<file path="src/rtl/adc_acq_pkg.sv">
package adc_acq_pkg;
  localparam int BYTE_W = 8;
  localparam logic [1:0] ADDR_DATA    = 2'd0;
  localparam logic [1:0] ADDR_DATA_HI = 2'd1;
  localparam logic [1:0] ADDR_CTRL    = 2'd2;
  localparam int ST_BUSY   = 0;
  localparam int ST_OVR    = 1;
  localparam int ST_FAULT  = 2;
  localparam int ST_BADREQ = 3;
endpackage

</file>
<file path="src/rtl/adc_seq.sv">
module adc_seq #(
  parameter int CTRL_W      = 8,
  parameter int CH_W        = 3,
  parameter int RG_W        = 2,
  parameter int TIMEOUT_CYC = 5000000
) (
  input  logic              clk,
  input  logic              rst,
  input  logic              wr_ctrl,
  input  logic [CTRL_W-1:0] ctrl,
  input  logic              cnv_done,
  output logic              busy,
  output logic              cnv_start,
  output logic [CH_W-1:0]   cnv_chan,
  output logic [RG_W-1:0]   cnv_range,
  output logic              bipolar,
  output logic              accept,
  output logic              ovr_set,
  output logic              bad_set,
  output logic              done_hit,
  output logic              to_hit
);
  localparam int FLD_W = CH_W + RG_W;
  localparam int TMR_W = $clog2(TIMEOUT_CYC + 1);
  localparam logic [TMR_W-1:0] TMR_LAST = TMR_W'(TIMEOUT_CYC - 1);

  logic [TMR_W-1:0] timer_q;
  logic             rsvd_bad;

  always_comb begin
    rsvd_bad = |ctrl[CTRL_W-1:FLD_W];
    accept   = wr_ctrl && !busy && !rsvd_bad;
    bad_set  = wr_ctrl && !busy && rsvd_bad;
    ovr_set  = wr_ctrl && busy;
    done_hit = busy && cnv_done;
    to_hit   = busy && !cnv_done && (timer_q == TMR_LAST);
  end

  always_ff @(posedge clk) begin
    if (rst) begin
      busy      <= 1'b0;
      cnv_start <= 1'b0;
      cnv_chan  <= '0;
      cnv_range <= '0;
      bipolar   <= 1'b0;
      timer_q   <= '0;
    end else begin
      cnv_start <= accept;
      if (accept) begin
        busy      <= 1'b1;
        cnv_chan  <= ctrl[CH_W-1:0];
        cnv_range <= ctrl[FLD_W-1:CH_W];
        bipolar   <= ctrl[CH_W];
        timer_q   <= '0;
      end else if (done_hit || to_hit) begin
        busy <= 1'b0;
      end else if (busy) begin
        timer_q <= timer_q + 1'b1;
      end
    end
  end
endmodule

</file>
<file path="src/rtl/adc_fmt.sv">
module adc_fmt #(
  parameter int DATA_W = 12,
  parameter int OUT_W  = 16
) (
  input  logic              clk,
  input  logic              rst,
  input  logic              capture,
  input  logic              bipolar,
  input  logic [DATA_W-1:0] raw,
  output logic [OUT_W-1:0]  result
);
  localparam int EXT_W = OUT_W - DATA_W;

  logic [OUT_W-1:0] formatted;

  generate
    if (EXT_W > 0) begin : g_ext
      logic [EXT_W-1:0] ext;
      always_comb begin
        ext       = bipolar ? {EXT_W{raw[DATA_W-1]}} : '0;
        formatted = {ext, raw};
      end
    end else begin : g_trunc
      always_comb formatted = raw[DATA_W-1 -: OUT_W];
    end
  endgenerate

  always_ff @(posedge clk) begin
    if (rst)          result <= '0;
    else if (capture) result <= formatted;
  end
endmodule

</file>
<file path="src/rtl/adc_flags.sv">
module adc_flags (
  input  logic clk,
  input  logic rst,
  input  logic accept,
  input  logic ovr_set,
  input  logic bad_set,
  input  logic to_hit,
  input  logic stat_rd,
  output logic ovr,
  output logic fault,
  output logic bad
);
  always_ff @(posedge clk) begin
    if (rst) begin
      ovr   <= 1'b0;
      fault <= 1'b0;
      bad   <= 1'b0;
    end else begin
      if (ovr_set)      ovr <= 1'b1;
      else if (stat_rd) ovr <= 1'b0;
      if (to_hit)       fault <= 1'b1;
      else if (accept)  fault <= 1'b0;
      if (bad_set)      bad <= 1'b1;
      else if (accept)  bad <= 1'b0;
    end
  end
endmodule

</file>
<file path="src/rtl/adc_acq_ctrl.sv">
module adc_acq_ctrl
  import adc_acq_pkg::*;
#(
  parameter int CH_W        = 3,
  parameter int RG_W        = 2,
  parameter int DATA_W      = 12,
  parameter int OUT_W       = 16,
  parameter int ADDR_W      = 2,
  parameter int TIMEOUT_CYC = 5000000
) (
  input  logic              clk,
  input  logic              rst,
  input  logic              bus_wr,
  input  logic              bus_rd,
  input  logic [ADDR_W-1:0] bus_addr,
  input  logic [BYTE_W-1:0] bus_wdata,
  output logic [OUT_W-1:0]  bus_rdata,
  output logic              cnv_start,
  output logic [CH_W-1:0]   cnv_chan,
  output logic [RG_W-1:0]   cnv_range,
  input  logic              cnv_done,
  input  logic [DATA_W-1:0] cnv_data
);
  logic wr_ctrl, stat_rd;
  logic busy, bipolar, accept, ovr_set, bad_set, done_hit, to_hit;
  logic ovr, fault, bad;
  logic [OUT_W-1:0]  result;
  logic [BYTE_W-1:0] status;

  always_comb begin
    wr_ctrl = bus_wr && (bus_addr == ADDR_W'(ADDR_CTRL));
    stat_rd = bus_rd && (bus_addr == ADDR_W'(ADDR_CTRL));
    status  = '0;
    status[ST_BUSY]   = busy;
    status[ST_OVR]    = ovr;
    status[ST_FAULT]  = fault;
    status[ST_BADREQ] = bad;
  end

  adc_seq #(
    .CTRL_W(BYTE_W), .CH_W(CH_W), .RG_W(RG_W), .TIMEOUT_CYC(TIMEOUT_CYC)
  ) u_seq (
    .clk(clk), .rst(rst), .wr_ctrl(wr_ctrl), .ctrl(bus_wdata), .cnv_done(cnv_done),
    .busy(busy), .cnv_start(cnv_start), .cnv_chan(cnv_chan), .cnv_range(cnv_range),
    .bipolar(bipolar), .accept(accept), .ovr_set(ovr_set), .bad_set(bad_set),
    .done_hit(done_hit), .to_hit(to_hit)
  );

  adc_fmt #(.DATA_W(DATA_W), .OUT_W(OUT_W)) u_fmt (
    .clk(clk), .rst(rst), .capture(done_hit), .bipolar(bipolar),
    .raw(cnv_data), .result(result)
  );

  adc_flags u_flags (
    .clk(clk), .rst(rst), .accept(accept), .ovr_set(ovr_set), .bad_set(bad_set),
    .to_hit(to_hit), .stat_rd(stat_rd), .ovr(ovr), .fault(fault), .bad(bad)
  );

  always_ff @(posedge clk) begin
    if (rst) begin
      bus_rdata <= '0;
    end else if (bus_rd) begin
      case (bus_addr)
        ADDR_W'(ADDR_DATA):    bus_rdata <= result;
        ADDR_W'(ADDR_DATA_HI): bus_rdata <= OUT_W'(result[OUT_W-1:BYTE_W]);
        ADDR_W'(ADDR_CTRL):    bus_rdata <= OUT_W'(status);
        default:               bus_rdata <= '0;
      endcase
    end
  end
endmodule

</file>
<file path="config.mk">
export PLATFORM = sky130hd
export DESIGN_NAME = adc_acq_ctrl
export DESIGN_NICKNAME = d
export VERILOG_FILES = /design/src/rtl/adc_acq_pkg.sv /design/src/rtl/adc_seq.sv /design/src/rtl/adc_fmt.sv /design/src/rtl/adc_flags.sv /design/src/rtl/adc_acq_ctrl.sv
export SDC_FILE = /design/constraint.sdc
export NUM_CORES = 1
export LEC_CHECK = 0
export ABC_AREA = 0
export BUFFER_PORTS_ARGS = -buffer_cell sky130_fd_sc_hd__clkbuf_2
export CAP_MARGIN = 20
export CORE_MARGIN = 2
export CORE_UTILIZATION = 45
export CTS_CLUSTER_DIAMETER = 60
export CTS_CLUSTER_SIZE = 8
export DETAILED_ROUTE_END_ITERATION = 8
export PLACE_DENSITY = 0.67
export SLEW_MARGIN = 10
export SYNTH_ARGS = -nofsm -noshare
export SYNTH_HDL_FRONTEND = slang
export SYNTH_SLANG_ARGS = --single-unit
</file>
<file path="constraint.sdc">
create_clock -name clk -period 2.3 [get_ports clk]
set_input_delay 0.115 -clock clk [delete_from_list [all_inputs] [get_ports clk]]
set_output_delay 0.115 -clock clk [all_outputs]
set_load 0.05 [all_outputs]
</file>
-- Word-level counts from Yosys, hierarchy flattened
Cells that the tools add are included.
Widths: inputs -> output; s select.
- register bits after elaboration: 66
- input bits: 27
- output and inout bits: 22
- logic and storage cells: 46
- add/subtract/negate cells: 1
- eq/ne operators: 3
- mux-type cells: 9
- bitwise logic cells: 1
- reduce and logical (&&, ||, !) cells: 21
- operator list (cell ; count):
    $pmux 16 s3 ; 1
    $add 23x1->23 const B ; 1
    $eq 23x23->1 const B ; 1
    $logic_and 1x1->1 ; 9
    $reduce_bool 2->1 ; 4
    $mux 1 ; 7
    $mux 4 ; 1
    $logic_not 1->1 ; 3
    $reduce_or 3->1 ; 1
    $eq 2x1->1 const B ; 1
    $eq 2x2->1 const B ; 1
    $logic_not 2->1 ; 1
    $reduce_and 2->1 ; 1
    $reduce_or 2->1 ; 1
    $logic_or 1x1->1 ; 1
    $not 1->1 ; 1

-- Logic depth before layout (Yosys ltp)
Gate-level depths: netlist of run 1.
- depth after elaboration: 6
- gate-level depth with buffers: 6
- depth with buffers taken out: 6

-- Cells and area by module
From an unflattened synthesis of run 1, not the netlist that was laid out.
- cells, all modules: 292
- area, all modules: 2693.8 um^2
- by module, submodules not included (module ; times used ; cells each ; area each (um^2) ; seq. area each (um^2)):
    adc_seq ; 1 ; 167 ; 1387.6 ; 600.6
    adc_acq_ctrl ; 1 ; 67 ; 689.4 ; 320.3
    adc_fmt ; 1 ; 46 ; 511.7 ; 260.2
    adc_flags ; 1 ; 12 ; 105.1 ; 60.1

-- Worst setup path before layout of run 1
OpenSTA, ideal clock, no wires.
- kind: flip-flop to flip-flop
- start point: register u_seq.timer_q[15]
- end point: register u_seq.timer_q[21]
- setup time: 0.133 ns
- arrival time: 1.755 ns
- data required time: 2.167 ns
- path slack: 0.412 ns
- stages on the path, launching flop included: 6
- buffers on the path: 0
- clock period less this slack: 1.888 ns
- path through: dfxtp_1 or4b_1 or4_4 o211ai_4 or3_2 a21oi_2
- word-level cells in the longest chain between the ends: 5
- elaborated cells on any way between the ends: 6
- classes of those cells: 1 x add/sub; 1 x eq/ne; 1 x bitwise; 3 x reduce/logical
- ends and longest elaborated chain (element ; line ; source):
    from (decl) ; adc_seq.sv:27 ; logic [TMR_W-1:0] timer_q;
    from (signal assigned) ; adc_seq.sv:58 ; timer_q <= timer_q + 1'b1;
    parallel branches: the longest is 5 deep, another holds $add 23x1->23 ; n/a ;
Several ways; the timed one is not identified.
A chain may end at the register's enable or synchronous reset.

-- Worst setup path after layout of run 1
- start point: register u_seq.timer_q[15]
- end point: register u_seq.timer_q[2]
- word-level cells in the longest chain between the ends: 5
- ends and longest elaborated chain (element ; line ; source):
    $eq 23x23->1 ; adc_seq.sv:36 ; to_hit = busy && !cnv_done && (timer_q == TMR_LAST);
    $logic_and 1x1->1 ; adc_seq.sv:36 ;
    $logic_or 1x1->1 ; adc_seq.sv:55 ; end else if (done_hit || to_hit) begin
    $not 1->1 (no line) ; n/a ;
    $reduce_and 2->1 (no line) ; n/a ;
No other way between the ends.

==> results of run 1 <==
## path summary, 6_finish.rpt
check / startpoint / to / slack [ns] / depth (start not counted)
worst max-delay path: u_seq.timer_q[15]$_SDFFE_PP0P_ / u_seq.timer_q[2]$_SDFFE_PP0P_ / 0.31 / 5
worst min-delay path: cnv_data[0] / u_fmt.result[0]$_SDFFE_PP0P_ / 0.009 / 3
worst max register to register: u_seq.timer_q[15]$_SDFFE_PP0P_ / u_seq.timer_q[2]$_SDFFE_PP0P_ / 0.31 / 5
worst min register to register: u_fmt.result[0]$_SDFFE_PP0P_ / u_fmt.result[0]$_SDFFE_PP0P_ / 0.45 / 2
## kinds of logic after synthesis
family / count (synthesis)
muxes: 9
xor gates and xnor gates: 11
AOI/OAI and AO/OA: 57
adders and majority gates: 1
and+or+nand+nor: 138
buffers and inverters: 23
DFF: 59
## power by group through the flow
| stage | clock, mW | combinational (mW) | sequential [mW] |
|---|---|---|---|
| after floorplan | 0 | 0.0465 | 1.08 |
| after global placement | 0 | 0.114 | 1.06 |
| after detailed placement | 0 | 0.115 | 1.06 |
| after CTS | 1.09 | 0.130 | 1.04 |
| after global routing | 1.13 | 0.141 | 1.04 |
| final | 1.07 | 0.129 | 1.04 |
## state kept, by name (all words and copies together) (netlist names)
signal,cells
u_seq.cnv_range,2
bus_rdata,13
u_flags.ovr,1
u_seq.cnv_start,1
u_fmt.result,13
u_flags.bad,1
u_flags.fault,1
u_seq.timer_q,23
u_seq.busy,1
u_seq.cnv_chan,3
## metrics by stage
step,cells,cell area (µm²)
4_1_cts,434,3130
2_1_floorplan,298,2510
3_3_place_gp,407,2800
3_5_place_dp,407,2800
5_1_grt,434,3130
6_report,434,3130
## Yosys cell counts (3+ instances only)
cell type | instances | share of area [%]
or3_2 | 4 | 1.2
nor3_1 | 7 | 1.4
nand2_1 | 49 | 7.3
a21oi_2 | 4 | 1.4
a211oi_1 | 7 | 2.1
clkbuf_1 | 7 | 1.0
a21oi_1 | 30 | 6.0
buf_4 | 5 | 1.5
nor4_1 | 3 | 0.75
o21ai_1 | 5 | 1.0
o21ai_0 | 5 | 1.0
inv_1 | 6 | 0.90
nand4_1 | 5 | 1.2
or3_1 | 7 | 1.7
mux2i_1 | 8 | 3.2
buf_1 | 3 | 0.45
nand3_1 | 14 | 2.8
xnor2_1 | 9 | 3.1
dfxtp_1 | 59 | 47
nor2_1 | 34 | 5.1
## tightest hold or removal path, stage by stage
cell and delay [ns]:
clkbuf_2 0.09, nand2_1 0.05, a21oi_1 0.05
## final cells by class
class / count / area [µm²]
clock buffers: 10 / 138
clock inverters: 6 / 88.8
well taps: 72 / 90.1
repair buffers: 65 / 395
fillers: 506 / 2300
flip-flops and latches: 59 / 1180
multi-input cells: 216 / 1220
inverters: 6 / 22.5
## metal layers
metal | routed length, µm | global-route usage, % | vias up
li1 | - | - | 1152
met1 | 2630 | 24.4 | 1021
met2 | 2330 | 28.1 | 52
met3 | 236 | 4.14 | 16
met4 | 176 | 12.5 | 0
met5 | 0 | 0 | -
## timing repair
action	4_1_cts	5_1_grt
buffers inserted	0	0
resized for setup	0	0
hold endpoints to repair	11	0
hold buffers	11	0
==> PnR_summary.wiki, run 1 <==
{| class="wikitable"
! Metric !! Value
|-
| Run status || completed
|-
| Gate count of the mapped netlist || just under 300
|-
| Die Span Y || 78.6 µm
|-
| Number of nets with antenna violations after routing || 0
|-
| Critical path's largest stage delay || around 0.54 ns
|-
| Flop pwr share || 46.4%
|-
| Via density per instance || 5.16
|-
| CTS HTree Levels || 3
|-
| Gp weighted congestion || 0.762
|-
| Clock transition at path regs || 0.06 ns
|-
| Tightest Pin Transition || 0.637 ns
|-
| Floorplan die area || 6190 µm²
|-
| Overall overflow remaining after global route || 0
|-
| NetSw || ~0.51 mW
|-
| TritonRoute pass-1 iters || 4
|-
| Proportion of layout cells with a drive suffix above 1 || 23.2%
|-
| Fin Clk Skew || 0.00446 ns
|-
| Cell-internal power || between 1.5 and 2 mW
|-
| Number of I/O port buffers || 48
|-
| Initial core utilization || 46.1%
|-
| Family with the most delay on the worst path || simple AND/OR/NAND/NOR gates
|-
| Number of buffers added by the clock tree synthesis step || 9
|-
| Leakage power of the design || roughly 1.2 nW
|-
| Crit path setup slack, layout || 0.310 ns
|-
| Fraction of power consumed by the clock network || 47.8%
|-
| Post-placement setup slack || 0.308 ns
|-
| Wire length per cell || 12.4 µm
|-
| Cell at the root of the clock tree || clkbuf_8
|-
| Tot Pwr || 2.23 mW
|-
| Period utilization || 86.5%
|-
| Remaining design rule violation count || 0
|-
| Total GRT Usage || 18.9%
|-
| FFs w/ async S/R, synth || 0%
|-
| Antenna cell count || 0
|-
| Clock buffer depth || 2
|-
| Share of synthesized cell area in and, or, nand and nor gates || between 20% and 30%
|-
| Critical Path AT || 2.21 ns
|-
| Num Clock Sinks || 59
|-
| Unique masters post-synth || 42
|-
| Count of pins on the block boundary || 49
|-
| Xor and xnor area share after synthesis || 3.84%
|-
| Highest clock frequency the design can meet || 503 MHz
|-
| Most common cell after layout, fill and taps aside || dfxtp_1
|-
| Peak supply drop || 0.000384 V
|-
| Signed area change from the synthesized netlist to the final layout || 25.0%
|-
| Seq cells post-synth || between 50 and 60
|-
| Number of vias in the routed layout || approximately 2.2k
|-
| Maximum capacitance violations || 0
|-
| Synthesized area per cell || about 8.4 µm²
|-
| Standard cell core area || ~5400 µm²
|-
| Ys flop type || dfxtp_1
|-
| Summed negative setup slack over all endpoints || 0 ns
|-
| Number of DRC markers after the initial detailed-route iteration || 136
|-
| Required @ worst endpoint || 2.52 ns
|-
| Crit Path Category || flop to flop
|-
| Switching share of power || a little under a quarter
|-
| Combinational share of power || 5.8%
|-
| Final cell utilization of the core || between 50% and 60%
|-
| Clock insertion delay at the later pin of the skew report || 0.34 ns
|-
| Worst setup EP type || flop
|-
| Crit path launch type || flop
|-
| Multiplexer share of the synthesized area || 3.64%
|-
| Worst slew margin relative to its limit || 57.4%
|-
| Max Slew Vio Count || 0
|-
| Yosys warnings || 0
|-
| Hold Slack || 0.00934 ns
|-
| Pin count of the biggest net entering global routing || 38
|-
| Netlist area before placement || between 2000 and 3000 µm²
|-
| Die width || 78.6 µm
|-
| Worst Path Buf+Inv || 0
|-
| Tmin final || around 2.0 ns
|-
| Most frequent cells in the layout || dfxtp_1, nand2_1, clkbuf_2
|-
| HPWL Detailed || ~3.6 mm
|-
| Number of antenna violations at the first check in global routing || 0
|-
| Power per cell area || 712 nW/µm²
|-
| Row count || 27
|-
| TritonCTS clock tree || built
|-
| Count of flip-flops with a built-in enable after synthesis || 0
|-
| Wire length after detailed routing || 5.37 mm
|-
| Worst hold-check path type || input pin to flop
|-
| Final Hold Viols || 0
|-
| Sequential fraction of the synthesis area || 47.1%
|-
| First-pass GRT wire length || 9.10 mm
|-
| Share of the synthesized area in compound gates (AO/OA/AOI/OAI) || 14.2%
|-
| Number of setup violations in the final report || 0
|-
| Maximum net fanout on the critical path || 10
|-
| Via count of the first global-routing pass || 2,066
|-
| Unrepaired setup endpoints after global routing || no
|-
| Cell-by-cell trace of the critical path || or4b_1 > or4_4 > o21ai_4 > or3_2 > a21oi_1
|-
| Crit-path slowest cell || or4b_1
|-
| Nets in the synthesized netlist || 326
|-
| Largest family of logic cells by synthesized area || simple AND/OR/NAND/NOR gates
|-
| Final-stage net count || approximately 390
|-
| Share of synthesized cell area in full adder, half adder and majority cells || less than 1%
|}
Power figures use the tool's default switching activity.
==> run 2: changes to the inputs <==
--- a/config.mk
+++ b/config.mk
@@ -14,6 +14,7 @@
 export CTS_CLUSTER_SIZE = 8
 export DETAILED_ROUTE_END_ITERATION = 8
 export PLACE_DENSITY = 0.67
+export REMOVE_ABC_BUFFERS = 1
 export SLEW_MARGIN = 10
 export SYNTH_ARGS = -nofsm -noshare
 export SYNTH_HDL_FRONTEND = slang
==> PnR_summary.wiki, run 2 (synthesis results as in run 1) <==
{| class="wikitable"
! Metric !! Value
|-
| Die width || 78.6 µm (unchanged)
|-
| Pin count of the biggest net entering global routing || 23 (-39%)
|-
| Crit Path Category || flop to flop
|-
| Num Clock Sinks || 59 (unchanged)
|-
| Summed negative setup slack over all endpoints || 0 ns (unchanged)
|-
| Worst slew margin relative to its limit || 64.7% (+7.4 points)
|-
| Routed length on met1 || 2.55 mm (-3.1%)
|-
| Top layer in use || met4
|-
| Number of buffers added by the clock tree synthesis step || 9 (unchanged)
|-
| Crit path launch type || flop
|-
| Setup crit start || u_seq.timer_q[15]$_SDFFE_PP0P_
|-
| Number of I/O port buffers || 48 (unchanged)
|-
| NetSw || 0.492 mW (-4.3%)
|-
| Run status || completed
|-
| Flop pwr share || 45.2% (-1.2 points)
|-
| Maximum net fanout on the critical path || 7 (-3)
|-
| TritonRoute pass-1 iters || 5 (+1)
|-
| Via count of the first global-routing pass || 2,134 (+3.3%)
|-
| Signed area change from the synthesized netlist to the final layout || 23.7%
|-
| Final Hold Viols || 0 (unchanged)
|-
| Final cell utilization of the core || 57.0% (-0.60 points)
|-
| Final-stage net count || 381 (-1.0%)
|-
| Via density per instance || 5.22 (+1.0%)
|-
| Gp weighted congestion || 0.766 (+0.63%)
|-
| Clock buffer depth || 2 (unchanged)
|-
| Antenna cell count || 0 (unchanged)
|-
| Switching share of power || 21.5% (-1.5 points)
|-
| Fin Clk Skew || 0.00768 ns (+0.00322 ns)
|-
| Number of nets with antenna violations after routing || 0 (unchanged)
|-
| Worst Reg-to-Reg Cells || 5 (unchanged)
|-
| Tmin final || 2.00 ns (+0.00839 ns)
|-
| Wire length after detailed routing || 5.58 mm (+3.9%)
|-
| Worst hold-check path type || input pin to flop
|-
| Cell at the root of the clock tree || clkbuf_8
|-
| Register with the most flip-flops || u_seq.timer_q
|-
| Post-CTS Repair Setup Buffers || 0 (unchanged)
|-
| TritonCTS clock tree || built
|-
| Power per cell area || 738 nW/µm² (+3.7%)
|-
| Peak supply drop || 0.000408 V (+6.2%)
|-
| First-pass GRT wire length || 9.42 mm (+3.5%)
|-
| Clock transition at path regs || 0.06 ns (about the same)
|-
| Met2 wire length || 2.69 mm (+16%)
|-
| Number of DRC markers after the initial detailed-route iteration || 62 (-54%)
|-
| Most common cell after layout, fill and taps aside || dfxtp_1
|-
| Max Slew Vio Count || 0 (unchanged)
|-
| Flip-flop count of the largest register after layout || 23 (unchanged)
|-
| Combinational share of power || 5.4% (-0.4 points)
|-
| Remaining design rule violation count || 0 (unchanged)
|-
| Highest clock frequency the design can meet || 500 MHz (-0.42%)
|-
| Total of hold buffers inserted after clock tree synthesis || 7 (-4)
|-
| Overall overflow remaining after global route || 0 (unchanged)
|-
| Die Span Y || 78.6 µm (unchanged)
|-
| Startpoint of the most critical register-to-register path || u_seq.timer_q[15]$_SDFFE_PP0P_
|-
| Number of antenna violations at the first check in global routing || 0 (unchanged)
|-
| Clock insertion delay at the later pin of the skew report || 0.34 ns (about the same)
|-
| Largest registers || u_seq.timer_q: 23 flops, bus_rdata: 13 flops, u_fmt.result: 13 flops
|-
| Cell-internal power || 1.80 mW (+4.7%)
|-
| Leakage power of the design || 1.17 nW (-0.89%)
|-
| Required @ worst endpoint || 2.50 ns (-0.02 ns)
|-
| Wire length per cell || 13.0 µm (+4.8%)
|-
| Initial core utilization || 46.1% (unchanged)
|-
| Standard cell core area || 5440 µm² (unchanged)
|-
| HPWL Detailed || 3.90 mm (+6.8%)
|-
| Period utilization || 86.9% (+0.36 points)
|-
| Met3 WL post-DR || 199 µm (-16%)
|-
| Number of vias in the routed layout || 2,243 (+0.089%)
|-
| Most frequent cells in the layout || dfxtp_1, nand2_1, clkbuf_2
|-
| Worst hold path depth || 3 (unchanged)
|-
| CTS HTree Levels || 3 (unchanged)
|-
| Number of setup violations in the final report || 0 (unchanged)
|-
| Row count || 27 (unchanged)
|-
| Count of pins on the block boundary || 49 (unchanged)
|-
| Unrepaired setup endpoints after global routing || no
|-
| Floorplan die area || 6190 µm² (unchanged)
|-
| Tightest Pin Transition || 0.527 ns (-0.110 ns)
|-
| Total GRT Usage || 19.3% (+0.43 points)
|-
| Worst setup EP type || flop
|-
| Proportion of layout cells with a drive suffix above 1 || 22.6% (-0.58 points)
|-
| Critical Path AT || 2.20 ns (about the same)
|-
| Worst Hold Launch || cnv_data[9]
|-
| Count of cells resized by post-cts repair || 0 (unchanged)
|-
| Maximum capacitance violations || 0 (unchanged)
|-
| Fraction of power consumed by the clock network || 49.4% (+1.6 points)
|}
==> run 2: path summary, 6_finish.rpt <==
| kind | to | slack [ns] |
|---|---|---|
| worst max-delay path | u_seq.timer_q[21]$_SDFFE_PP0P_ | 0.30 |
| worst min-delay path | u_fmt.result[9]$_SDFFE_PP0P_ | 0.01 |
| worst max register to register | u_seq.timer_q[21]$_SDFFE_PP0P_ | 0.30 |
| worst min register to register | bus_rdata[11]$_SDFFE_PP0P_ | 0.46 |
==> run 2: through the flow <==
step | total power, mW | area (µm²) | setup WS [ns] | std cells | hold WS (ns)
2_1_floorplan | 1.11 | 2420 | 0.389 | 281 | 0.184
3_3_place_gp | 1.17 | 2800 | 0.359 | 407 | 0.341
3_5_place_dp | 1.17 | 2800 | 0.295 | 407 | 0.344
4_1_cts | 2.31 | 3100 | 0.291 | 430 | 0.00540
5_1_grt | 2.36 | 3100 | 0.199 | 430 | 0.0194
6_report | 2.29 | 3100 | 0.302 | 430 | 0.0138
==> run 2: cell type report <==
cell class | count | area, µm²
Sequential cell | 59 | 1180
Tap cell | 72 | 90.1
Clock inverter | 4 | 98.8
Fill cell | 521 | 2340
Timing Repair Buffer | 61 | 355
Inverter | 6 | 22.5
Clock buffer | 12 | 135
Multi-Input combinational cell | 216 | 1220
==> run 2: critical path: stages (launching register included) <==
cell and delay [ns]:
dfxtp_1 0.36, or4b_1 0.53, or4_4 0.48, o211ai_4 0.29, or3_2 0.18, a21oi_2 0.05
==> run 2: metal layers <==
layer	vias to the layer above	global-route usage, %
met5	-	0
met4	0	10.2
met3	15	3.10
met2	55	33.4
met1	1024	22.8
li1	1149	-
==> run 2: power by group through the flow <==
stage | clock network [mW] | registers, mW | logic (mW)
after floorplan | 0 | 1.08 | 0.0295
after global placement | 0 | 1.06 | 0.115
after detailed placement | 0 | 1.06 | 0.114
after CTS | 1.15 | 1.04 | 0.124
after global routing | 1.19 | 1.04 | 0.135
final | 1.13 | 1.04 | 0.124
==> run 3: changes to the inputs <==
--- a/config.mk
+++ b/config.mk
@@ -5,7 +5,7 @@
 export SDC_FILE = /design/constraint.sdc
 export NUM_CORES = 1
 export LEC_CHECK = 0
-export ABC_AREA = 0
+export ABC_AREA = 1
 export BUFFER_PORTS_ARGS = -buffer_cell sky130_fd_sc_hd__clkbuf_2
 export CAP_MARGIN = 20
 export CORE_MARGIN = 2
@@ -13,9 +13,10 @@
 export CTS_CLUSTER_DIAMETER = 60
 export CTS_CLUSTER_SIZE = 8
 export DETAILED_ROUTE_END_ITERATION = 8
-export PLACE_DENSITY = 0.67
+export PLACE_DENSITY = 0.65
 export REMOVE_ABC_BUFFERS = 1
-export SLEW_MARGIN = 10
+export SLEW_MARGIN = 20
 export SYNTH_ARGS = -nofsm -noshare
 export SYNTH_HDL_FRONTEND = slang
+export SYNTH_HIERARCHICAL = 1
 export SYNTH_SLANG_ARGS = --single-unit
==> PnR_summary.wiki, run 3 <==
{| class="wikitable"
! Metric !! Value
|-
| Via count of the first global-routing pass || 2,785 (+31%)
|-
| Gate count of the mapped netlist || 474 (+59%)
|-
| Maximum capacitance violations || 0 (unchanged)
|-
| Most instantiated library cell after synthesis || nand2_1
|-
| Unique masters post-synth || 28 (-33%)
|-
| Number of I/O port buffers || 48 (unchanged)
|-
| Cell-internal power || 1.66 mW (-7.8%)
|-
| Flop pwr share || 49.0% (+3.8 points)
|-
| Count of placed standard cells including taps || 602 (+48%)
|-
| Crit path launch type || flop
|-
| Switching share of power || 25.1% (+3.6 points)
|-
| Crit-path slowest cell || dfxtp_1
|-
| Yosys warnings || 6 (+6)
|-
| Proportion of layout cells with a drive suffix above 1 || 21.6% (-1.1 points)
|-
| Initial core utilization || 46.0% (-0.072 points)
|-
| Number of antenna violations at the first check in global routing || 0 (unchanged)
|-
| TritonRoute pass-1 iters || 4 (-1)
|-
| Fraction of power consumed by the clock network || 45.3% (-4.1 points)
|-
| Number of cells in the finished layout apart from fillers || 628 (+46%)
|-
| Floorplan die area || 8080 µm² (+31%)
|-
| Clock insertion delay at the later pin of the skew report || 0.36 ns (+0.02 ns)
|-
| Number of DRC markers after the initial detailed-route iteration || 217 (+250%)
|-
| Total GRT Usage || 19.9% (+0.58 points)
|-
| Synthesized area per cell || 7.01 µm² (-17%)
|-
| Wire length per cell || 12.2 µm (-5.7%)
|-
| Ys flop type || dfxtp_1
|-
| Combinational share of power || 5.7% (+0.3 points)
|-
| Maximum net fanout on the critical path || 25 (+18)
|-
| Summed negative setup slack over all endpoints || 0 ns (unchanged)
|-
| Leakage power of the design || 1.59 nW (+36%)
|-
| Number of vias in the routed layout || 3,049 (+36%)
|-
| Critical register-to-register path endpoint || u_seq/timer_q[14]$_SDFFE_PP0P_
|-
| Via density per instance || 4.86 (-6.9%)
|-
| Signed area change from the synthesized netlist to the final layout || 15.7%
|-
| Crit path setup slack, layout || 0.642 ns (+0.340 ns)
|-
| Worst hold-check path type || input pin to flop
|-
| HPWL Detailed || 5.36 mm (+38%)
|-
| Critical path's largest stage delay || 0.38 ns (-0.15 ns)
|-
| Commonest cells in the netlist || nand2_1, dfxtp_1, nor2_1, inv_1, nand3_1
|-
| Cell at the root of the clock tree || clkbuf_8
|-
| Worst Reg-to-Reg Cells || 7 (+2)
|-
| First-pass GRT wire length || 13.1 mm (+39%)
|-
| Worst setup EP type || flop
|-
| Cell accounting for the most synthesized area || dfxtp_1
|-
| Sequential fraction of the synthesis area || 37.4% (-9.7 points)
|-
| Setup crit start || u_seq/timer_q[0]$_SDFFE_PP0P_
|-
| Number of setup violations in the final report || 0 (unchanged)
|-
| Row count || 31 (+15%)
|-
| Unrepaired setup endpoints after global routing || no
|-
| CTS HTree Levels || 3 (unchanged)
|-
| Die Span Y || 89.9 µm (+14%)
|-
| Fin Clk Skew || 0.0126 ns (+0.00490 ns)
|-
| Period utilization || 72.1% (-15 points)
|-
| Post-DP Area || 3540 µm² (+26%)
|-
| End point of the critical path || u_seq/timer_q[14]$_SDFFE_PP0P_
|-
| Peak supply drop || 0.000305 V (-25%)
|-
| Count of pins on the block boundary || 49 (unchanged)
|-
| Flop2flop setup slack || 0.64 ns (+0.34 ns)
|-
| Tmin final || 1.66 ns (-0.340 ns)
|-
| Overall overflow remaining after global route || 0 (unchanged)
|-
| Max Slew Vio Count || 0 (unchanged)
|-
| Most frequent cells in the layout || nand2_1, dfxtp_1, nor2_1
|-
| Crit Path Category || flop to flop
|-
| Tightest Pin Transition || 0.466 ns (-0.0609 ns)
|-
| Gp weighted congestion || 0.847 (+11%)
|-
| Power per cell area || 576 nW/µm² (-22%)
|-
| Remaining design rule violation count || 0 (unchanged)
|-
| Hold Slack || 0.00435 ns (-0.00946 ns)
|-
| Required @ worst endpoint || 2.58 ns (+0.08 ns)
|-
| Number of nets with antenna violations after routing || 0 (unchanged)
|-
| Final Hold Viols || 0 (unchanged)
|-
| Netlist area before placement || 3320 µm² (+32%)
|-
| Die width || 89.9 µm (+14%)
|-
| Num Clock Sinks || 62 (+5.1%)
|-
| Worst slew margin relative to its limit || 68.9% (+4.2 points)
|-
| Antenna cell count || 0 (unchanged)
|-
| Seq cells post-synth || 62 (+5.1%)
|-
| Flip-flop count of the largest register after layout || 23 (unchanged)
|-
| Standard cell core area || 7210 µm² (+33%)
|-
| Wire length after detailed routing || 7.68 mm (+38%)
|-
| Clock transition at path regs || 0.07 ns (about the same)
|-
| NetSw || 0.555 mW (+13%)
|-
| Largest registers || u_seq/timer_q: 23 flops, bus_rdata: 16 flops, u_fmt/result: 13 flops
|-
| Register with the most flip-flops || u_seq/timer_q
|-
| Count of flip-flops with a built-in enable after synthesis || 0 (unchanged)
|-
| Critical Path AT || 1.94 ns (-0.26 ns)
|-
| FFs w/ async S/R, synth || 0% (unchanged)
|-
| Run status || completed
|-
| Final-stage net count || 552 (+45%)
|-
| Count of cells resized by post-cts repair || 0 (unchanged)
|-
| Number of buffers added by the clock tree synthesis step || 9 (unchanged)
|-
| Most common cell after layout, fill and taps aside || nand2_1
|-
| Final Instance Area || 3840 µm² (+24%)
|-
| TritonCTS clock tree || built
|-
| Post-placement setup slack || 0.573 ns (+0.278 ns)
|-
| Highest clock frequency the design can meet || 603 MHz (+20%)
|-
| Ranking of synthesized cells by area || dfxtp_1, nand2_1, nand3_1, nor2_1, inv_1
|-
| Clock buffer depth || 2 (unchanged)
|-
| Share of the synthesized area in the top cell type || 37.4% (-9.7 points)
|-
| Startpoint of the most critical register-to-register path || u_seq/timer_q[0]$_SDFFE_PP0P_
|-
| Cell-by-cell trace of the critical path || ha_1 > nand3_2 > nor2_4 > nand2_4 > nand2_8 > nand2_1 > a21oi_1
|-
| Pin count of the biggest net entering global routing || 26 (+13%)
|}
==> run 3: changes by cell type after synthesis, moves of 8 or more <==
cell | before | now
o21ai_0 | 5 | 17
nor2_2 | 0 | 15
nand3_2 | 0 | 9
nand2_1 | 49 | 116
mux2i_1 | 8 | 0
nor2_1 | 34 | 60
nand3_1 | 14 | 47
inv_1 | 6 | 48
==> run 3: power by group through the flow <==
stage / combinational (mW) / clock, mW / sequential (mW)
final: 0.127 / 1.00 / 1.08
after global routing: 0.140 / 1.08 / 1.08
after CTS: 0.126 / 1.02 / 1.08
after detailed placement: 0.112 / 0 / 1.11
after global placement: 0.112 / 0 / 1.11
after floorplan: 0.0384 / 0 / 1.12
==> run 3: kinds of logic (layout without fill, tap and decap cells) <==
family | after synthesis | after routing | synth area share, %
simple gates | 273 | 273 | 38.9
buf+inv | 73 | 128 | 10.7
flops | 62 | 62 | 37.4
compound gates | 55 | 55 | 9.98
xor+xnor | 10 | 10 | 2.64
fa+ha+maj | 1 | 1 | 0.377
==> run 3: routing by layer <==
layer / routed length (µm) / global-route usage [%] / vias to the layer above
li1: - / - / 1608
met1: 3770 / 27.2 / 1379
met2: 3470 / 31.0 / 53
met3: 334 / 4.69 / 9
met4: 102 / 6.54 / 0
met5: 0 / 0 / -
==> run 3: critical path, delay by kind of cell (launching register included) <==
family	cells	cell delay, ns
AO/OA/AOI/OAI	1	0.14
adder cells (fa/ha/maj)	1	0.24
flip-flops	1	0.38
AND/OR/NAND/NOR	5	0.81
==> run 3: per-stage QoR <==
stage	utilization, %	power, mW
final	53.3	2.21
after global routing	53.3	2.30
after CTS	53.3	2.23
after detailed placement	49.0	1.22
after global placement	49.0	1.22
after floorplan	-	1.16
==> run 3: cell type report <==
| cell class | count | area [µm²] |
|---|---|---|
| Clock inverter | 6 | 67.6 |
| Inverter | 52 | 195 |
| Timing Repair Buffer | 60 | 355 |
| Multi-Input combinational cell | 339 | 1720 |
| Fill cell | 739 | 3370 |
| Clock buffer | 10 | 138 |
| Sequential cell | 62 | 1240 |
| Tap cell | 99 | 124 |
==> run 3: repair_timing <==
action / in CTS / in global routing
hold buffers: 10 / 0
endpoints found under the hold margin: 10 / 0
buffers inserted: 0 / 0
==> run 3: how the worst min path moves through the flow <==
stage,start,end,slack [ns],depth (start not counted)
after global routing,bus_wdata[4],u_seq/cnv_range[1]$_SDFFE_PP0P_,0.01,2
after CTS,bus_wdata[4],u_seq/cnv_range[1]$_SDFFE_PP0P_,0.0003,2
after floorplan,rst,bus_rdata[0]$_SDFFE_PP0P_,0.18,1
final,cnv_data[1],u_fmt/result[1]$_SDFFE_PP0P_,0.004,3
after detailed placement,bus_wdata[0],u_seq/cnv_chan[0]$_SDFFE_PP0P_,0.34,2
after global placement,cnv_data[6],u_fmt/result[6]$_SDFFE_PP0P_,0.34,3
